### config.mk
export PLATFORM = sky130hd
export DESIGN_NAME = uart_regctl
export DESIGN_NICKNAME = d
export VERILOG_FILES = /design/src/rtl/uart_regctl_pkg.sv /design/src/rtl/uart_rx_fifo.sv /design/src/rtl/uart_tx_stage.sv /design/src/rtl/uart_irq_unit.sv /design/src/rtl/uart_regctl.sv
export SDC_FILE = /design/constraint.sdc
export NUM_CORES = 1
export LEC_CHECK = 0
export ABC_AREA = 1
export BUFFER_PORTS_ARGS = -buffer_cell sky130_fd_sc_hd__buf_4
export CAP_MARGIN = 20
export CORE_ASPECT_RATIO = 1.2
export CORE_MARGIN = 2
export CORE_UTILIZATION = 50
export DETAILED_ROUTE_END_ITERATION = 12
export PLACE_DENSITY = 0.7
export SLEW_MARGIN = 20
export SYNTH_ARGS = -nofsm -noshare
export SYNTH_HDL_FRONTEND = slang
export SYNTH_HIERARCHICAL = 1
export SYNTH_SLANG_ARGS = --single-unit
### constraint.sdc
create_clock -name clk -period 2.7 [get_ports clk]
set_clock_uncertainty 0.1 [all_clocks]
set_input_delay 0.405 -clock clk [delete_from_list [all_inputs] [get_ports clk]]
set_output_delay 0.405 -clock clk [all_outputs]
set_load 0.05 [all_outputs]
### src/rtl/uart_regctl_pkg.sv
package uart_regctl_pkg;
  localparam int ADDR_W = 6;

  localparam logic [ADDR_W-1:0] OFF_MODE   = 6'h00;
  localparam logic [ADDR_W-1:0] OFF_STAT   = 6'h04;
  localparam logic [ADDR_W-1:0] OFF_CMD    = 6'h08;
  localparam logic [ADDR_W-1:0] OFF_DATA   = 6'h0C;
  localparam logic [ADDR_W-1:0] OFF_AUX    = 6'h10;
  localparam logic [ADDR_W-1:0] OFF_INT    = 6'h14;
  localparam logic [ADDR_W-1:0] OFF_BAUD_L = 6'h18;
  localparam logic [ADDR_W-1:0] OFF_BAUD_H = 6'h1C;

  typedef enum logic [2:0] {
    MISC_NOP     = 3'd0,
    MISC_PTR_RST = 3'd1,
    MISC_RX_RST  = 3'd2,
    MISC_TX_RST  = 3'd3,
    MISC_ERR_RST = 3'd4,
    MISC_BRK_ACK = 3'd5,
    MISC_BRK_ON  = 3'd6,
    MISC_BRK_OFF = 3'd7
  } misc_cmd_e;

  typedef enum logic [1:0] {
    DIR_KEEP = 2'd0,
    DIR_ON   = 2'd1,
    DIR_OFF  = 2'd2,
    DIR_RSVD = 2'd3
  } dir_cmd_e;

  // Bit 6 of mode byte 1 picks the receive interrupt source
  localparam int MODE1_RXSEL_BIT = 6;
endpackage

### src/rtl/uart_rx_fifo.sv
module uart_rx_fifo #(
  parameter int DW    = 8,
  parameter int DEPTH = 4,
  localparam int AW   = $clog2(DEPTH),
  localparam int CW   = AW + 1
) (
  input  logic          clk,
  input  logic          rst,
  input  logic          clr,
  input  logic          push,
  input  logic [DW-1:0] push_data,
  input  logic          brk,
  input  logic          pop,
  output logic [DW-1:0] head,
  output logic [CW-1:0] count,
  output logic          empty,
  output logic          full
);
  localparam logic [CW-1:0] FULL_CNT = CW'(DEPTH);

  logic [DW-1:0] mem [DEPTH];
  logic [AW-1:0] wr_ptr, rd_ptr;
  logic          wr_new, wr_ovw, mem_we;
  logic [AW-1:0] wr_idx;
  logic [DW-1:0] wr_val;

  assign empty  = (count == '0);
  assign full   = (count == FULL_CNT);
  // A break byte always lands; when there is no room it replaces the newest entry
  assign wr_new = (push || brk) && (!full || pop);
  assign wr_ovw = brk && full && !pop;
  assign wr_val = brk ? '0 : push_data;
  assign wr_idx = wr_ovw ? (wr_ptr - AW'(1)) : wr_ptr;
  assign mem_we = (wr_new || wr_ovw) && !clr;

  always_ff @(posedge clk) begin
    if (mem_we) mem[wr_idx] <= wr_val;
  end

  always_ff @(posedge clk) begin
    if (rst || clr) begin
      wr_ptr <= '0;
      rd_ptr <= '0;
      count  <= '0;
    end else begin
      if (wr_new) wr_ptr <= wr_ptr + AW'(1);
      if (pop)    rd_ptr <= rd_ptr + AW'(1);
      count <= count + CW'(wr_new) - CW'(pop);
    end
  end

  assign head = mem[rd_ptr];
endmodule

### src/rtl/uart_tx_stage.sv
module uart_tx_stage #(
  parameter int DW = 8
) (
  input  logic          clk,
  input  logic          rst,
  input  logic          load,
  input  logic [DW-1:0] load_data,
  input  logic          en,
  input  logic          drop,
  input  logic          ready,
  output logic          valid,
  output logic [DW-1:0] data,
  output logic          empty
);
  assign valid = en && !empty;

  always_ff @(posedge clk) begin
    if (rst) begin
      empty <= 1'b1;
      data  <= '0;
    end else if (load) begin
      empty <= 1'b0;
      data  <= load_data;
    end else if (drop || (valid && ready)) begin
      empty <= 1'b1;
    end
  end
endmodule

### src/rtl/uart_irq_unit.sv
module uart_irq_unit #(
  parameter int DW = 8
) (
  input  logic          tx_rdy,
  input  logic          rx_avail,
  input  logic          rx_full,
  input  logic          sel_full,
  input  logic          dbrk,
  input  logic [DW-1:0] mask,
  output logic [DW-1:0] isr,
  output logic          irq
);
  always_comb begin
    isr    = '0;
    isr[0] = tx_rdy;
    isr[1] = sel_full ? rx_full : rx_avail;
    isr[2] = dbrk;
  end

  assign irq = |(isr & mask);
endmodule

### src/rtl/uart_regctl.sv
module uart_regctl
  import uart_regctl_pkg::*;
#(
  parameter int DW         = 8,
  parameter int FIFO_DEPTH = 4,
  localparam int CW        = $clog2(FIFO_DEPTH) + 1
) (
  input  logic              clk,
  input  logic              rst,
  input  logic              cs,
  input  logic              we,
  input  logic [ADDR_W-1:0] addr,
  input  logic [DW-1:0]     wdata,
  output logic [DW-1:0]     rdata,
  output logic              tx_valid,
  output logic [DW-1:0]     tx_data,
  input  logic              tx_ready,
  input  logic              rx_valid,
  input  logic [DW-1:0]     rx_data,
  output logic              rx_ready,
  input  logic              rx_break,
  output logic              irq
);
  logic [DW-1:0] mode1, mode2, imr, baud_l, baud_h;
  logic          mr_ptr, tx_en, rx_en, dbrk;
  logic          bus_wr, bus_rd, cmd_wr;
  misc_cmd_e     misc;
  dir_cmd_e      txc, rxc;

  logic [DW-1:0] fifo_head;
  logic [CW-1:0] fifo_cnt;
  logic          fifo_empty, fifo_full, fifo_clr, rx_pop, rx_push;
  logic          tx_empty, tx_drop, tx_load;
  logic [DW-1:0] isr, status;

  assign bus_wr = cs && we;
  assign bus_rd = cs && !we;
  assign cmd_wr = bus_wr && (addr == OFF_CMD);
  assign misc   = misc_cmd_e'(wdata[6:4]);
  assign txc    = dir_cmd_e'(wdata[3:2]);
  assign rxc    = dir_cmd_e'(wdata[1:0]);

  assign fifo_clr = cmd_wr && (misc == MISC_RX_RST);
  assign tx_drop  = cmd_wr && (misc == MISC_TX_RST);
  assign tx_load  = bus_wr && (addr == OFF_DATA);
  assign rx_ready = rx_en && !fifo_full;
  assign rx_push  = rx_valid && rx_ready && !rx_break;
  assign rx_pop   = bus_rd && (addr == OFF_DATA) && !fifo_empty;

  // Register file and command sequencing: misc, then transmitter, then receiver
  always_ff @(posedge clk) begin
    if (rst) begin
      mode1  <= '0;
      mode2  <= '0;
      mr_ptr <= 1'b0;
      imr    <= '0;
      baud_l <= '0;
      baud_h <= '0;
      tx_en  <= 1'b0;
      rx_en  <= 1'b0;
      dbrk   <= 1'b0;
    end else begin
      if (bus_wr) begin
        unique case (addr)
          OFF_MODE: begin
            if (mr_ptr) mode2 <= wdata;
            else        mode1 <= wdata;
            mr_ptr <= 1'b1;
          end
          OFF_INT:    imr    <= wdata;
          OFF_BAUD_L: baud_l <= wdata;
          OFF_BAUD_H: baud_h <= wdata;
          default: ;
        endcase
      end
      if (cmd_wr) begin
        case (misc)
          MISC_PTR_RST: mr_ptr <= 1'b0;
          MISC_RX_RST:  rx_en  <= 1'b0;
          MISC_TX_RST:  tx_en  <= 1'b0;
          MISC_BRK_ACK: dbrk   <= 1'b0;
          default: ;
        endcase
        case (txc)
          DIR_ON:  tx_en <= 1'b1;
          DIR_OFF: tx_en <= 1'b0;
          default: ;
        endcase
        case (rxc)
          DIR_ON:  rx_en <= 1'b1;
          DIR_OFF: rx_en <= 1'b0;
          default: ;
        endcase
      end
      // A new break event outranks an acknowledge in the same cycle
      if (rx_break) dbrk <= 1'b1;
    end
  end

  uart_rx_fifo #(.DW(DW), .DEPTH(FIFO_DEPTH)) u_rxq (
    .clk(clk), .rst(rst), .clr(fifo_clr),
    .push(rx_push), .push_data(rx_data), .brk(rx_break), .pop(rx_pop),
    .head(fifo_head), .count(fifo_cnt), .empty(fifo_empty), .full(fifo_full)
  );

  uart_tx_stage #(.DW(DW)) u_tx (
    .clk(clk), .rst(rst), .load(tx_load), .load_data(wdata),
    .en(tx_en), .drop(tx_drop), .ready(tx_ready),
    .valid(tx_valid), .data(tx_data), .empty(tx_empty)
  );

  uart_irq_unit #(.DW(DW)) u_irq (
    .tx_rdy(tx_en), .rx_avail(!fifo_empty), .rx_full(fifo_full),
    .sel_full(mode1[MODE1_RXSEL_BIT]), .dbrk(dbrk), .mask(imr),
    .isr(isr), .irq(irq)
  );

  always_comb begin
    status    = '0;
    status[0] = !fifo_empty;
    status[1] = fifo_full;
    status[2] = tx_en;
    status[3] = tx_empty;
  end

  always_comb begin
    rdata = '0;
    if (bus_rd) begin
      case (addr)
        OFF_MODE:   rdata = mr_ptr ? mode2 : mode1;
        OFF_STAT:   rdata = status;
        OFF_DATA:   rdata = fifo_empty ? '0 : fifo_head;
        OFF_INT:    rdata = isr;
        OFF_BAUD_L: rdata = baud_l;
        OFF_BAUD_H: rdata = baud_h;
        default:    rdata = '0;
      endcase
    end
  end
endmodule

==> metrics.md <==
| Metric | Value |
|---|---|
| Worst Setup Start Kind | register |
| RR Startpoint | u_rxq/count[0] |
| Critical path class | register to primary output |
| Routability cong. | 0.9578 |
| Core box area | 8611 sq um |
| I/O pin count | 48 |
| Routed WL per cell | 14.76 um |
| Leakage power | 2.175 nW |
| DRC errors left | 0 |
| Met3 routed WL | 498 um |
| Met1 wire length | 4.719 mm |
| Num CTS Buffers | 9 |
| Worst skew pair latency | 350 ps |
| Initial core utilization | 0.5155 |
| Largest net degree at the start of global routing | 29 |
| Layout cells sized above 1 | 0.1881 |
| Dpl cells | 739 |
| Routed Antenna Nets | 0 |
| # nets final | 664 |
| Initial detailed-routing violation count | 202 |
| Final WL | 11.15 mm |
| Row count | 37 |
| Setup bufs post-CTS | 0 |
| CP max stage delay | 520 ps |
| Critical path, cell by cell | nor3_4 -> buf_4 -> inv_1 -> inv_1 -> nand2_1 -> and2_1 -> nand3_1 -> nand3_1 -> nor2_1 -> nor2_1 -> buf_4 |
| Synthesis-to-finish area growth | 14.85% |
| Post-Synthesis Cells | 584 |
| WP data arrival | 2040 ps |
| RSZ-0062 raised after global routing | no |
| Top sig layer | met4 |
| Worst r2r dst | u_rxq/count[2] |
| Hold Violations, Final | 0 |
| Fin crit share | 0.9443 |
| Bufs on Longest Clock Path | 2 |
| Gr usage total | 0.2360 |
| Fin cells | 755 |
| Rel. slew slack | 0.4573 |
| Critical Path RT | 2190 ps |
| Crit-path max FO | 7 |
| End point of the critical path | rdata[1] |
| Setup crit end kind | primary output |
| Final Max Slew Viols | 0 |
| Hold Crit Class | input port to register |
| DR pass1 iterations | 5 |
| Most frequent cells in the layout | nor2_1, nand2_1, inv_1 |
| Initial antenna violation count | 0 |
| Horiz. Die Dim | 90.02 um |
| Reg2reg path depth | 12 |
| Port-buffer cells | 47 |
| Synth Cell Area | 4439 sq um |
| Overflow after GRT | 0 |
| Fillers | 804 |
| Antenna diodes | 0 |
| TritonCTS Sinks | 89 |
| Yosys warnings | 6 |
| Worst vdd ir | 0.4120 mV |
| CTS clk-pin slew, worst paths | 90 ps |
| Final HPWL DP | 8.049 mm |
| Sum Neg Setup Slack | 0 ps |
| Vias in the first global route | 3,673 |
| H-tree Lvls | 3 |
| Cts hold-fix bufs | 0 |
| Slowest CP cell | dfxtp_1 |
| First-pass GRT wire length | 17.93 mm |
| DR vias/cell | 5.208 |
| CTS tree | yes |
| WHS | 235.6 ps |
| Worst-margin pin slew | 813.1 ps |
| DR vias | 3,932 |
| Syn Area/Cell | 7.601 sq um |
| Clk root buf | clkbuf_8 |
| Status | finished clean |
| Final setup violation count | 0 |
| Post-layout min period | 2550 ps |
| Power density over cell area | 556.5 nW/um^2 |
| Commonest non-fill, non-tap cell in the layout | nor2_1 |
| Max Fclk | 0.3922 GHz |
| Die Span Y | 107.2 um |
| MaxCap Viol Count | 0 |
| Final core occ | 0.5921 |
| Met2 routed wirelength | 5.528 mm |
| Die ar. | 9651 sq um |
| CP startpoint | u_rxq/count[0] |
| Reg2Reg Setup Slack | 340 ps |
layout make-up:
type	count	area, sq um	share of cell area
sequential	89	2110	0.4137
multi-input combinational	406	1948	0.3821
timing repair buffer	58	435.4	0.08540
inverter	69	265.3	0.05202
tap	117	146.4	0.02871
clock buffer	9	123.9	0.02429
clock inverter	7	70.07	0.01374
per-layer routing:
layer | up-vias | track usage
met5 | - | 0
met4 | 0 | 0.1176
met3 | 26 | 0.03865
met2 | 107 | 0.4055
met1 | 1821 | 0.2883
li1 | 1978 | -
flip-flops by register name, summed over array words and instances, names as in the netlist, named ones only:
name / cells
u_rxq/mem: 32
baud_h: 8
baud_l: 8
mode1: 8
mode2: 8
u_tx/data: 8
imr: 3
u_rxq/count: 3
u_rxq/rd_ptr: 2
u_rxq/wr_ptr: 2
dbrk: 1
mr_ptr: 1
rx_en: 1
tx_en: 1
u_tx/empty: 1
worst min path at each step:
| stage | cells past startpoint | from | endpoint | slack (ps) |
|---|---|---|---|---|
| after floorplan | 1 | u_rxq/rd_ptr[1] | register | 310 |
| after global placement | 1 | u_rxq/rd_ptr[1] | u_rxq/rd_ptr[1] | 330 |
| after detailed placement | 1 | u_rxq/rd_ptr[1] | u_rxq/rd_ptr[1] | 340 |
| after CTS | 2 | rst | mode2[7] | 220 |
| after global routing | 2 | rst | mode2[1] | 220 |
| final | 2 | rst | mode2[7] | 240 |
timing repair:
action | in CTS | in global routing
hold endpoints to repair | 0 | 0
resized for setup | 0 | 11
endpoints found under the setup margin | 0 | 9
power by group:
group / leakage, nW / switching [W] / internal (W)
clock: 0.0933 / 0.000483 / 0.000426
combinational: 1.32 / 0.000268 / 0.000150
sequential: 0.762 / 0.0000435 / 0.00147
per-stage QoR:
stage | total power [W] | cell area [sq um] | setup slack, ps
2_1_floorplan | 0.001794 | 4457 | 142.9
3_3_place_gp | 0.001932 | 4878 | 20.16
3_5_place_dp | 0.001944 | 4878 | 13.40
4_1_cts | 0.002837 | 5072 | 8.100
5_1_grt | 0.002963 | 5099 | 9.334
6_report | 0.002837 | 5099 | 150.3
worst max-delay path: cells and delay by family, from the launching register on:
kind                   cells  cell delay, ps
DFF                        1             520
and+or+nand+nor            7             610
buffers and inverters      4             550
Note: power is estimated with default switching activity, not from simulation.
